`src/rtl/tds_pkg.sv`:
```
package tds_pkg;
  localparam int SETTLE_W = 9;
  localparam logic [1:0] CH_PRES = 2'b11;
  localparam logic [3:0] CODE_NOWAIT = 4'd15;

  typedef enum logic [1:0] {
    MASK_OFF = 2'd0, MASK_LEVEL = 2'd1, MASK_EDGE_DELAY = 2'd2, MASK_EDGE_START = 2'd3
  } mask_mode_t;

  typedef enum logic [2:0] {
    S_IDLE, S_ARM, S_SETTLE, S_CONV, S_GAP
  } seq_state_t;

  typedef struct packed {
    logic start;     // sequence launched this cycle
    logic fromCont;  // running sequence came from continuous mode
    logic capture;   // result is taken this cycle
    logic active;    // matrix must be driven
  } seq_strobe_t;

  function automatic logic [SETTLE_W-1:0] settleFrames(input logic [3:0] code);
    logic [SETTLE_W-1:0] f;
    case (code)
      4'd0: f = 9'd1;    4'd1: f = 9'd2;    4'd2: f = 9'd4;    4'd3: f = 9'd8;
      4'd4: f = 9'd16;   4'd5: f = 9'd32;   4'd6: f = 9'd48;   4'd7: f = 9'd64;
      4'd8: f = 9'd96;   4'd9: f = 9'd128;  4'd10: f = 9'd160; 4'd11: f = 9'd192;
      4'd12: f = 9'd224; 4'd13: f = 9'd256; 4'd14: f = 9'd288;
      default: f = 9'd0;
    endcase
    return f;
  endfunction
endpackage

```
`src/rtl/tds_sync.sv`:
```
module tds_sync #(
  parameter int STAGES = 2
) (
  input  logic clk,
  input  logic rst_n,
  input  logic asyncIn,
  output logic syncOut
);
  logic [STAGES-1:0] chain;
  always_ff @(posedge clk) begin
    if (!rst_n) chain <= '0;
    else        chain <= {chain[STAGES-2:0], asyncIn};
  end
  assign syncOut = chain[STAGES-1];
endmodule

```
`src/rtl/tds_ctrl.sv`:
```
module tds_ctrl
  import tds_pkg::*;
#(
  parameter int RATE_W      = 3,
  parameter int CONV_FRAMES = 3
) (
  input  logic              clk,
  input  logic              rst_n,
  input  logic              frameTick,
  input  logic              pollWr,
  input  logic [1:0]        wrChanSel,
  input  logic [3:0]        wrDelayCode,
  input  logic [1:0]        maskMode,
  input  logic [1:0]        presCurrent,
  input  logic              penGateEn,
  input  logic              contEn,
  input  logic [RATE_W-1:0] contRate,
  input  logic              maskSync,
  input  logic              penSync,
  output seq_strobe_t       strobe,
  output logic              pollBusy,
  output logic              adcStart,
  output logic              seqIdle
);
  localparam int CONV_W = $clog2(CONV_FRAMES + 1);
  localparam int GAP_W  = RATE_W + 1;

  seq_state_t           state, startState;
  logic [SETTLE_W-1:0]  settleCnt;
  logic [CONV_W-1:0]    convCnt;
  logic [GAP_W-1:0]     gapCnt;
  logic [3:0]           codeQ;
  logic contRun, maskPrev, busyQ, startQ;
  logic maskRise, freeze, pollOk, gapDone, penOk, captureNow, seqStart;

  assign maskRise   = maskSync & ~maskPrev;
  assign freeze     = (maskMode == MASK_LEVEL) && maskSync;
  assign pollOk     = pollWr && (state == S_IDLE) && !contEn &&
                      !((wrChanSel == CH_PRES) && (presCurrent == 2'b00));
  assign gapDone    = (state == S_GAP) && contEn && frameTick && (gapCnt == GAP_W'(1));
  assign penOk      = !penGateEn || penSync;
  assign captureNow = (state == S_CONV) && frameTick && !freeze &&
                      (convCnt == CONV_W'(1)) && penOk;
  assign seqStart   = pollOk || gapDone;

  always_comb begin
    if (maskMode == MASK_EDGE_START)      startState = S_ARM;
    else if (wrDelayCode == CODE_NOWAIT)  startState = S_CONV;
    else                                  startState = S_SETTLE;
  end

  always_ff @(posedge clk) begin
    if (!rst_n) begin
      state <= S_IDLE; settleCnt <= '0; convCnt <= '0; gapCnt <= '0;
      codeQ <= '0; contRun <= 1'b0; maskPrev <= 1'b0; busyQ <= 1'b0; startQ <= 1'b0;
    end else begin
      maskPrev <= maskSync;
      startQ   <= 1'b0;
      case (state)
        S_IDLE: if (contEn) begin
          state  <= S_GAP;
          gapCnt <= GAP_W'(contRate) + GAP_W'(1);
        end
        S_ARM: if (maskRise) begin
          state     <= (codeQ == CODE_NOWAIT) ? S_CONV : S_SETTLE;
          settleCnt <= settleFrames(codeQ);
          convCnt   <= CONV_W'(CONV_FRAMES);
          startQ    <= (codeQ == CODE_NOWAIT);
        end
        S_SETTLE: begin
          if ((maskMode == MASK_EDGE_DELAY) && maskRise) settleCnt <= settleFrames(codeQ);
          else if (frameTick && !freeze) begin
            if (settleCnt == SETTLE_W'(1)) begin
              state   <= S_CONV;
              convCnt <= CONV_W'(CONV_FRAMES);
              startQ  <= 1'b1;
            end else settleCnt <= settleCnt - SETTLE_W'(1);
          end
        end
        S_CONV: if (frameTick && !freeze) begin
          if (convCnt == CONV_W'(1)) begin
            if (penOk) begin
              busyQ <= 1'b0;
              if (contEn) begin
                state  <= S_GAP;
                gapCnt <= GAP_W'(contRate) + GAP_W'(1);
              end else state <= S_IDLE;
            end
          end else convCnt <= convCnt - CONV_W'(1);
        end
        S_GAP: begin
          if (!contEn) state <= S_IDLE;
          else if (frameTick && (gapCnt != GAP_W'(1))) gapCnt <= gapCnt - GAP_W'(1);
        end
        default: state <= S_IDLE;
      endcase
      if (seqStart) begin
        state     <= startState;
        codeQ     <= wrDelayCode;
        settleCnt <= settleFrames(wrDelayCode);
        convCnt   <= CONV_W'(CONV_FRAMES);
        startQ    <= (startState == S_CONV);
        contRun   <= gapDone;
        if (pollOk) busyQ <= 1'b1;
      end
    end
  end

  assign strobe.start    = seqStart;
  assign strobe.fromCont = contRun;
  assign strobe.capture  = captureNow;
  assign strobe.active   = (state == S_ARM) || (state == S_SETTLE) || (state == S_CONV);
  assign pollBusy = busyQ;
  assign adcStart = startQ;
  assign seqIdle  = (state == S_IDLE);
endmodule

```
`src/rtl/tds_dpath.sv`:
```
module tds_dpath
  import tds_pkg::*;
#(
  parameter int RES_W  = 12,
  parameter int SLOT_W = 4
) (
  input  logic              clk,
  input  logic              rst_n,
  input  seq_strobe_t       strobe,
  input  logic [1:0]        wrChanSel,
  input  logic [3:0]        wrDelayCode,
  input  logic [RES_W-1:0]  adcResult,
  input  logic              penSync,
  input  logic [SLOT_W-1:0] contSlot,
  output logic [RES_W-1:0]  rdResult,
  output logic [1:0]        rdChan,
  output logic              rdPenDown,
  output logic              driveOn,
  output logic              slotValid,
  output logic [SLOT_W-1:0] slotOut
);
  logic [1:0] chanQ;
  logic       holdOn;

  always_ff @(posedge clk) begin
    if (!rst_n) begin
      chanQ <= '0; holdOn <= 1'b0; rdResult <= '0; rdChan <= '0;
      rdPenDown <= 1'b0; slotValid <= 1'b0; slotOut <= '0;
    end else begin
      slotValid <= strobe.capture && strobe.fromCont;
      if (strobe.start) begin
        chanQ  <= wrChanSel;
        holdOn <= (wrDelayCode == CODE_NOWAIT);
      end
      if (strobe.capture) begin
        rdResult  <= adcResult;
        rdChan    <= chanQ;
        rdPenDown <= penSync;
        if (strobe.fromCont) slotOut <= contSlot;
      end
    end
  end

  assign driveOn = strobe.active || holdOn;
endmodule

```
`src/rtl/touch_conv_seq.sv`:
```
module touch_conv_seq
  import tds_pkg::*;
#(
  parameter int RES_W       = 12,
  parameter int RATE_W      = 3,
  parameter int SLOT_W      = 4,
  parameter int SYNC_STAGES = 2
) (
  input  logic              clk,
  input  logic              rst_n,
  input  logic              frameTick,
  input  logic              pollWr,
  input  logic [1:0]        wrChanSel,
  input  logic [3:0]        wrDelayCode,
  input  logic [1:0]        maskMode,
  input  logic [1:0]        presCurrent,
  input  logic              penGateEn,
  input  logic              contEn,
  input  logic [RATE_W-1:0] contRate,
  input  logic [SLOT_W-1:0] contSlot,
  input  logic              maskPin,
  input  logic              penDetect,
  input  logic [RES_W-1:0]  adcResult,
  output logic              pollBusy,
  output logic              adcStart,
  output logic              driveOn,
  output logic [RES_W-1:0]  rdResult,
  output logic [1:0]        rdChan,
  output logic              rdPenDown,
  output logic              slotValid,
  output logic [SLOT_W-1:0] slotOut
);
  logic maskSync, penSync, seqIdle;
  seq_strobe_t strobe;

  tds_sync #(.STAGES(SYNC_STAGES)) maskSync_i (.clk(clk), .rst_n(rst_n), .asyncIn(maskPin),   .syncOut(maskSync));
  tds_sync #(.STAGES(SYNC_STAGES)) penSync_i  (.clk(clk), .rst_n(rst_n), .asyncIn(penDetect), .syncOut(penSync));

  tds_ctrl #(.RATE_W(RATE_W)) ctrl_i (
    .clk(clk), .rst_n(rst_n), .frameTick(frameTick), .pollWr(pollWr),
    .wrChanSel(wrChanSel), .wrDelayCode(wrDelayCode), .maskMode(maskMode),
    .presCurrent(presCurrent), .penGateEn(penGateEn), .contEn(contEn),
    .contRate(contRate), .maskSync(maskSync), .penSync(penSync),
    .strobe(strobe), .pollBusy(pollBusy), .adcStart(adcStart), .seqIdle(seqIdle)
  );

  tds_dpath #(.RES_W(RES_W), .SLOT_W(SLOT_W)) dpath_i (
    .clk(clk), .rst_n(rst_n), .strobe(strobe), .wrChanSel(wrChanSel),
    .wrDelayCode(wrDelayCode), .adcResult(adcResult), .penSync(penSync),
    .contSlot(contSlot), .rdResult(rdResult), .rdChan(rdChan),
    .rdPenDown(rdPenDown), .driveOn(driveOn), .slotValid(slotValid), .slotOut(slotOut)
  );
endmodule

```
`config.mk`:
```
export PLATFORM = sky130hd
export DESIGN_NAME = touch_conv_seq
export DESIGN_NICKNAME = d
export VERILOG_FILES = /design/src/rtl/tds_pkg.sv /design/src/rtl/tds_sync.sv /design/src/rtl/tds_ctrl.sv /design/src/rtl/tds_dpath.sv /design/src/rtl/touch_conv_seq.sv
export SDC_FILE = /design/constraint.sdc
export NUM_CORES = 1
export LEC_CHECK = 0
export ABC_AREA = 1
export BUFFER_PORTS_ARGS = -buffer_cell sky130_fd_sc_hd__buf_2
export CAP_MARGIN = 20
export CORE_MARGIN = 4
export CORE_UTILIZATION = 39
export CTS_BUF_LIST = sky130_fd_sc_hd__clkbuf_8
export CTS_CLUSTER_DIAMETER = 150
export CTS_CLUSTER_SIZE = 16
export DETAILED_ROUTE_END_ITERATION = 8
export MAX_ROUTING_LAYER = met4
export PLACE_DENSITY_LB_ADDON = 0.1
export SYNTH_ARGS = -nofsm -noshare
export SYNTH_HDL_FRONTEND = slang
export SYNTH_SLANG_ARGS = --single-unit
```
`constraint.sdc`:
```
create_clock -name clk -period 4.8 [get_ports clk]
set_input_delay 1.2 -clock clk [delete_from_list [all_inputs] [get_ports clk]]
set_output_delay 1.2 -clock clk [all_outputs]
set_load 0.01 [all_outputs]
```
Word-level counts from Yosys, hierarchy flattened
Memory sizes are Yosys's and may differ from the RTL's. A register that Yosys moved wholly into a read port is not among the register bits.
Index checks and enable logic that the tools add are counted.
Word-level totals
  RAM bits: 0
  output and inout bits: 23
  word-level logic and storage cells: 146
  register bits after elaboration: 53
  bits of input ports: 37
  bits in latches: 0
  ROM bits: 432
  memories kept: 3
Operators by class
  shifts and indexed selects: 0
  muxes and demuxes: 52
  equality and inequality tests: 32
  magnitude comparators: 0
  $mul: 0
  $add $sub $neg: 4
  reductions and logical operators: 35
  div/mod/pow operators: 0
  bitwise gates (word level): 2
Memories
  (name not given): depth 16, width 9, rd ports 1, clocked after Yosys merged registers in 1, write ports 0, line tds_pkg.sv:23  | case (code)
  (name not given): depth 16, width 9, rd ports 1, clocked after Yosys merged registers in 1, write ports 0, line tds_pkg.sv:23
  (name not given): depth 16, width 9, rd ports 1, clocked after Yosys merged registers in 0, write ports 0, line tds_pkg.sv:23
Operators with widths (number)
  9-bit 2-to-1 mux: 5
  4-bit 2-to-1 mux: 10
  3-bit 2-to-1 mux: 12
  3-bit by 1-bit inequality test with 1-bit output (second input constant): 6
  9-bit one-hot mux with 2 select lines: 1
  1-bit logical AND: 16
  3-bit one-hot mux with 5 select lines: 1
  2-bit 2-to-1 mux: 7
  1-bit 2-to-1 mux: 13
  4-bit one-hot mux with 3 select lines: 1
  3-bit by 2-bit == test with 1-bit output (second input constant): 3
  9-bit by 1-bit == test with 1-bit output (second input constant): 1
  3-bit by 2-bit inequality test with 1-bit output (second input constant): 3
  9-bit AND reduction: 1
  9-bit by 1-bit subtractor with 9-bit output (second input constant): 1
  4-bit == test (second input constant): 2
  4-bit by 1-bit inequality test with 1-bit output (second input constant): 2
  7-bit AND reduction: 1
  2-bit == test (second input constant): 3
  2-bit by 1-bit inequality test with 1-bit output (second input constant): 3
  2-bit one-hot mux with 3 select lines: 1
  6-bit AND reduction: 1
  3-bit nonzero test: 2
  1-bit logical OR: 5
  19 further kinds: 24

Depth between registers and ports, before layout
  depth in word-level cells: 8
  depth in mapped cells: 18
  gate-level depth less buffers: 17

Modules after synthesis
From an unflattened synthesis, not the netlist that was laid out.
Unflattened totals
  cell total of the unflattened synthesis: 479
  area, all modules: 3382.0 um^2
Modules (own cells, without submodules)
  tds_ctrl: instances 1, area each 2443.6 um^2, cells an instance 364, seq. area each 700.7 um^2
  tds_dpath: instances 1, area each 828.3 um^2, cells an instance 103, seq. area each 460.4 um^2
  tds_sync: instances 2, area each 55.1 um^2, cells an instance 6, seq. area each 40.0 um^2

Worst setup path before layout
OpenSTA, ideal clock, no wires.
  path kind: input to register
  start point: input wrChanSel[1]
  end point: register (tool-made name)
  library setup time: 114 ps
  cell stages on the path: 17
  buffers on the path: 1
  slack: 2068 ps
  required time: 4686 ps
  data arrival time: 2619 ps
  cells stage by stage: nand2_1 > inv_1 > a21oi_1 > nand2_4 > nand2_8 > inv_2 > buf_6 > nor2_1 > nor2_1 > nand2_4 > inv_2 > ha_1 > inv_1 > nand2_1 > nand2_1 > nand2_1 > nand2_1
RTL lines
  start, declared: line touch_conv_seq.sv:13  | input logic [1:0] wrChanSel,

==> run_results.csv <==
group,metric,value,unit
status,status,"finished, final reports clean",
place,dp_slack,1.684,ns
place,placed_cells,625,
logic_synthesis,avgSynthCellArea,6.887,um^2
clock_tree,cts_buffer_depth,2,
timing,min_period,2.752,ns
routing,drt_iter0_drc,183,
routing,viasPerCell,4.780,
timing,tightest_slew,0.8162,ns
timing,max_freq,0.3634,GHz
layout,fillers,856,
layout,finalNetCount,582,
power,pwr-share-clk,27.9,%
floorplanning,io_pins,60,
critical_path,cp-start-kind,"primary input",
layout,syn_to_final_growth,17.48,%
layout,final_cells,641,
clock_tree,post_cts_buffers,0,
layout,num_antenna_cells,0,
logic_synthesis,synthCells,476,
clock_tree,numClockSinks,62,
place,dpl.hpwl,5.696,mm
power,peakVddDrop,0.0001605,V
routing,wl_per_cell,11.91,um
power,p_int,1207,uW
logic_synthesis,synth_area,0.003278,mm^2
logic_synthesis,yosys.area.top_type_share,37.86,%
timing,hold_viol,0,
clock_tree,path_clk_slew,0.07,ns
floorplanning,dieWidth,99.68,um
place,io_buffers,59,
clock_tree,root_buffer,"clkbuf_8",
timing,drv_slew,0,
layout,drive_gt1_share,18.28,%
clock_tree,cts_buffers,9,
logic_synthesis,synth-seq-cells,62,
clock_tree,cts_tree,"yes",
place,gp_congestion,0.8787,
logic_synthesis,ys_seq_area_share,37.86,%
clock_tree,htreeDepth,3,
clock_tree,clock_latency,0.34,ns
global_routing,grt_max_degree,47,
power,combPwrFrac,37.2,%
floorplanning,initial_core_util,39.90,%
power,pwr-share-seq,34.9,%
routing,drc,0,
timing,setup_viol,0,
min_path,worstHoldPathType,"reg -> reg",
flow_run,cap_violations,0,
clock_tree,hold_buffers,0,
power,p_leak,0.001978,uW
logic_synthesis,synth_cell_types,36,
clock_tree,cts_resized,0,
layout,multi_input_area,0.001739,mm^2
critical_path,r2r_slack,2.40,ns
critical_path,worstSetupEndpointType,"register",
global_routing,grt_util_all_layers,16.65,%
timing,clock_skew,0.006267,ns
timing,rsz0062_at_grt,"no",
global_routing,grt.overflow.total,0,
critical_path,required,5.04,ns
timing,finalSetupTns,0,ns
critical_path,cp_max_fo,20,
layout,seq_area,0.001241,mm^2
routing,antenna_left,0,
floorplanning,core,0.008217,mm^2
timing,finalCritPeriodShare,57.33,%
routing,wl,7.636,mm
floorplanning,chipHeight,99.68,um
global_routing,antenna_found_initial,0,
floorplanning,num_rows,33,
critical_path,crit_type,"in -> reg",
global_routing,grt_pass1_vias,2974,
power,swShare,38.53,%
logic_synthesis,synth_nets,527,
logic_synthesis,yosys_warnings,0,
critical_path,arrival,2.99,ns
timing,max_slew_margin,45.58,%
routing,first_pass_iters,5,
floorplanning,die_area,0.009936,mm^2
logic_synthesis,synthTopCellsByArea,"dfxtp_1 (38%), nand2_1 (11%), nor2_1 (11%)",
power,p_per_area,509.8,mW/mm^2
logic_synthesis,yosysTopAreaCell,"dfxtp_1",
routing,num_vias,3064,
global_routing,grt_pass1_wl,13.19,mm
power,p_sw,756.5,uW
timing,final.setup.worst_slack,2.048,ns
-- power by group through the flow --
stage | clock network, uW | logic, uW | registers (uW)
floorplan | 0 | 620 | 664
global placement | 0 | 732 | 697
detailed placement | 0 | 726 | 695
CTS | 565 | 732 | 685
global route | 587 | 862 | 700
finish | 547 | 730 | 686
-- worst paths after layout --
path	start	end	cells past startpoint
hold / removal	penSync_i.chain[0]	penSync_i.chain[1]	2
setup reg to reg	ctrl_i.state[2]	register	16
setup / recovery	wrChanSel[1]	register	17
hold reg to reg	penSync_i.chain[0]	penSync_i.chain[1]	2
-- worst max-delay path: stages --
cell and delay [ns]:
buf_2 0.12, nand2_1 0.06, inv_1 0.04, a21oi_1 0.22, nand2_4 0.14, nand2_8 0.14, inv_2 0.16, nor2_1 0.12
nor2_1 0.07, nand2_4 0.09, inv_2 0.07, ha_1 0.29, inv_1 0.05, nand2_1 0.06, nand2_1 0.05, nand2_1 0.05
nand2_1 0.04
-- synth_stat cells --
master	number
nand2_2	3
nand2_4	3
clkinv_1	1
xnor2_1	1
xor2_1	7
nor2_4	2
ha_1	14
nand4_1	5
mux2i_1	2
buf_4	1
nor3_4	1
o31ai_1	1
nand3b_1	1
nand2_1	94
nor2_1	94
inv_2	7
buf_6	4
nor2_2	1
o21ai_0	38
dfxtp_1	62
nand2_8	1
a31oi_1	2
o21ai_2	1
clkinv_2	1
buf_2	3
or2_1	1
o21a_1	1
nor3_1	2
a21oi_1	18
o211ai_1	2
clkbuf_1	8
nand3_1	38
nand3_2	2
o21ai_1	9
inv_1	44
o2111ai_1	1
-- final cells by class --
| type | instances | area share (%) |
|---|---|---|
| Tap cell | 105 | 3.411 |
| Multi-Input combinational cell | 345 | 45.16 |
| Sequential cell | 62 | 32.23 |
| Clock buffer | 9 | 3.216 |
| Inverter | 53 | 5.198 |
| Clock inverter | 7 | 2.924 |
| Timing Repair Buffer | 60 | 7.862 |
-- per-layer routing --
layer,vias to the layer above,part of all wire (%),global-route usage [%]
met5,-,0,-
li1,1630,-,-
met1,1352,49,21.06
met3,10,6.1,3.857
met2,72,44,25.55
met4,0,1.3,6.828
-- kinds of logic (layout without fill, tap and decap cells) --
| kind of cell | count (synthesis) | in the layout | synth area share, % |
|---|---|---|---|
| buffers and inverters | 69 | 129 | 9.084 |
| flip-flops | 62 | 62 | 37.86 |
| AO/OA/AOI/OAI | 73 | 73 | 11.76 |
| AND/OR/NAND/NOR | 248 | 248 | 33.21 |
| adder cells (fa/ha/maj) | 14 | 14 | 5.344 |
| XOR/XNOR | 8 | 8 | 2.137 |
| multiplexers | 2 | 2 | 0.6107 |
-- cell usage in the layout (no fill, tap or decap), drive strengths merged --
cell type,instances
a21oi,18
a31oi,2
buf,60
bufinv,3
clkbuf,9
clkinv,5
clkinvlp,1
dfxtp,62
ha,14
inv,51
mux2i,2
nand2,101
nand3,40
nand3b,1
nand4,5
nor2,97
nor3,3
o2111ai,1
o211ai,2
o21a,1
o21ai,48
o31ai,1
or2,1
xnor2,1
xor2,7
-- metrics by stage --
step	cell area, um^2	utilization, %	power [uW]	hold slack [ns]
6_report	3851	46.87	1963	0.4161
3_5_place_dp	3615	43.99	1421	0.4027
4_1_cts	3851	46.87	1982	0.4174
2_1_floorplan	3278	-	1283	0.3905
3_3_place_gp	3615	43.99	1429	0.4072
5_1_grt	3851	46.87	2149	0.4390
Note: power is estimated with default switching activity, not from simulation.
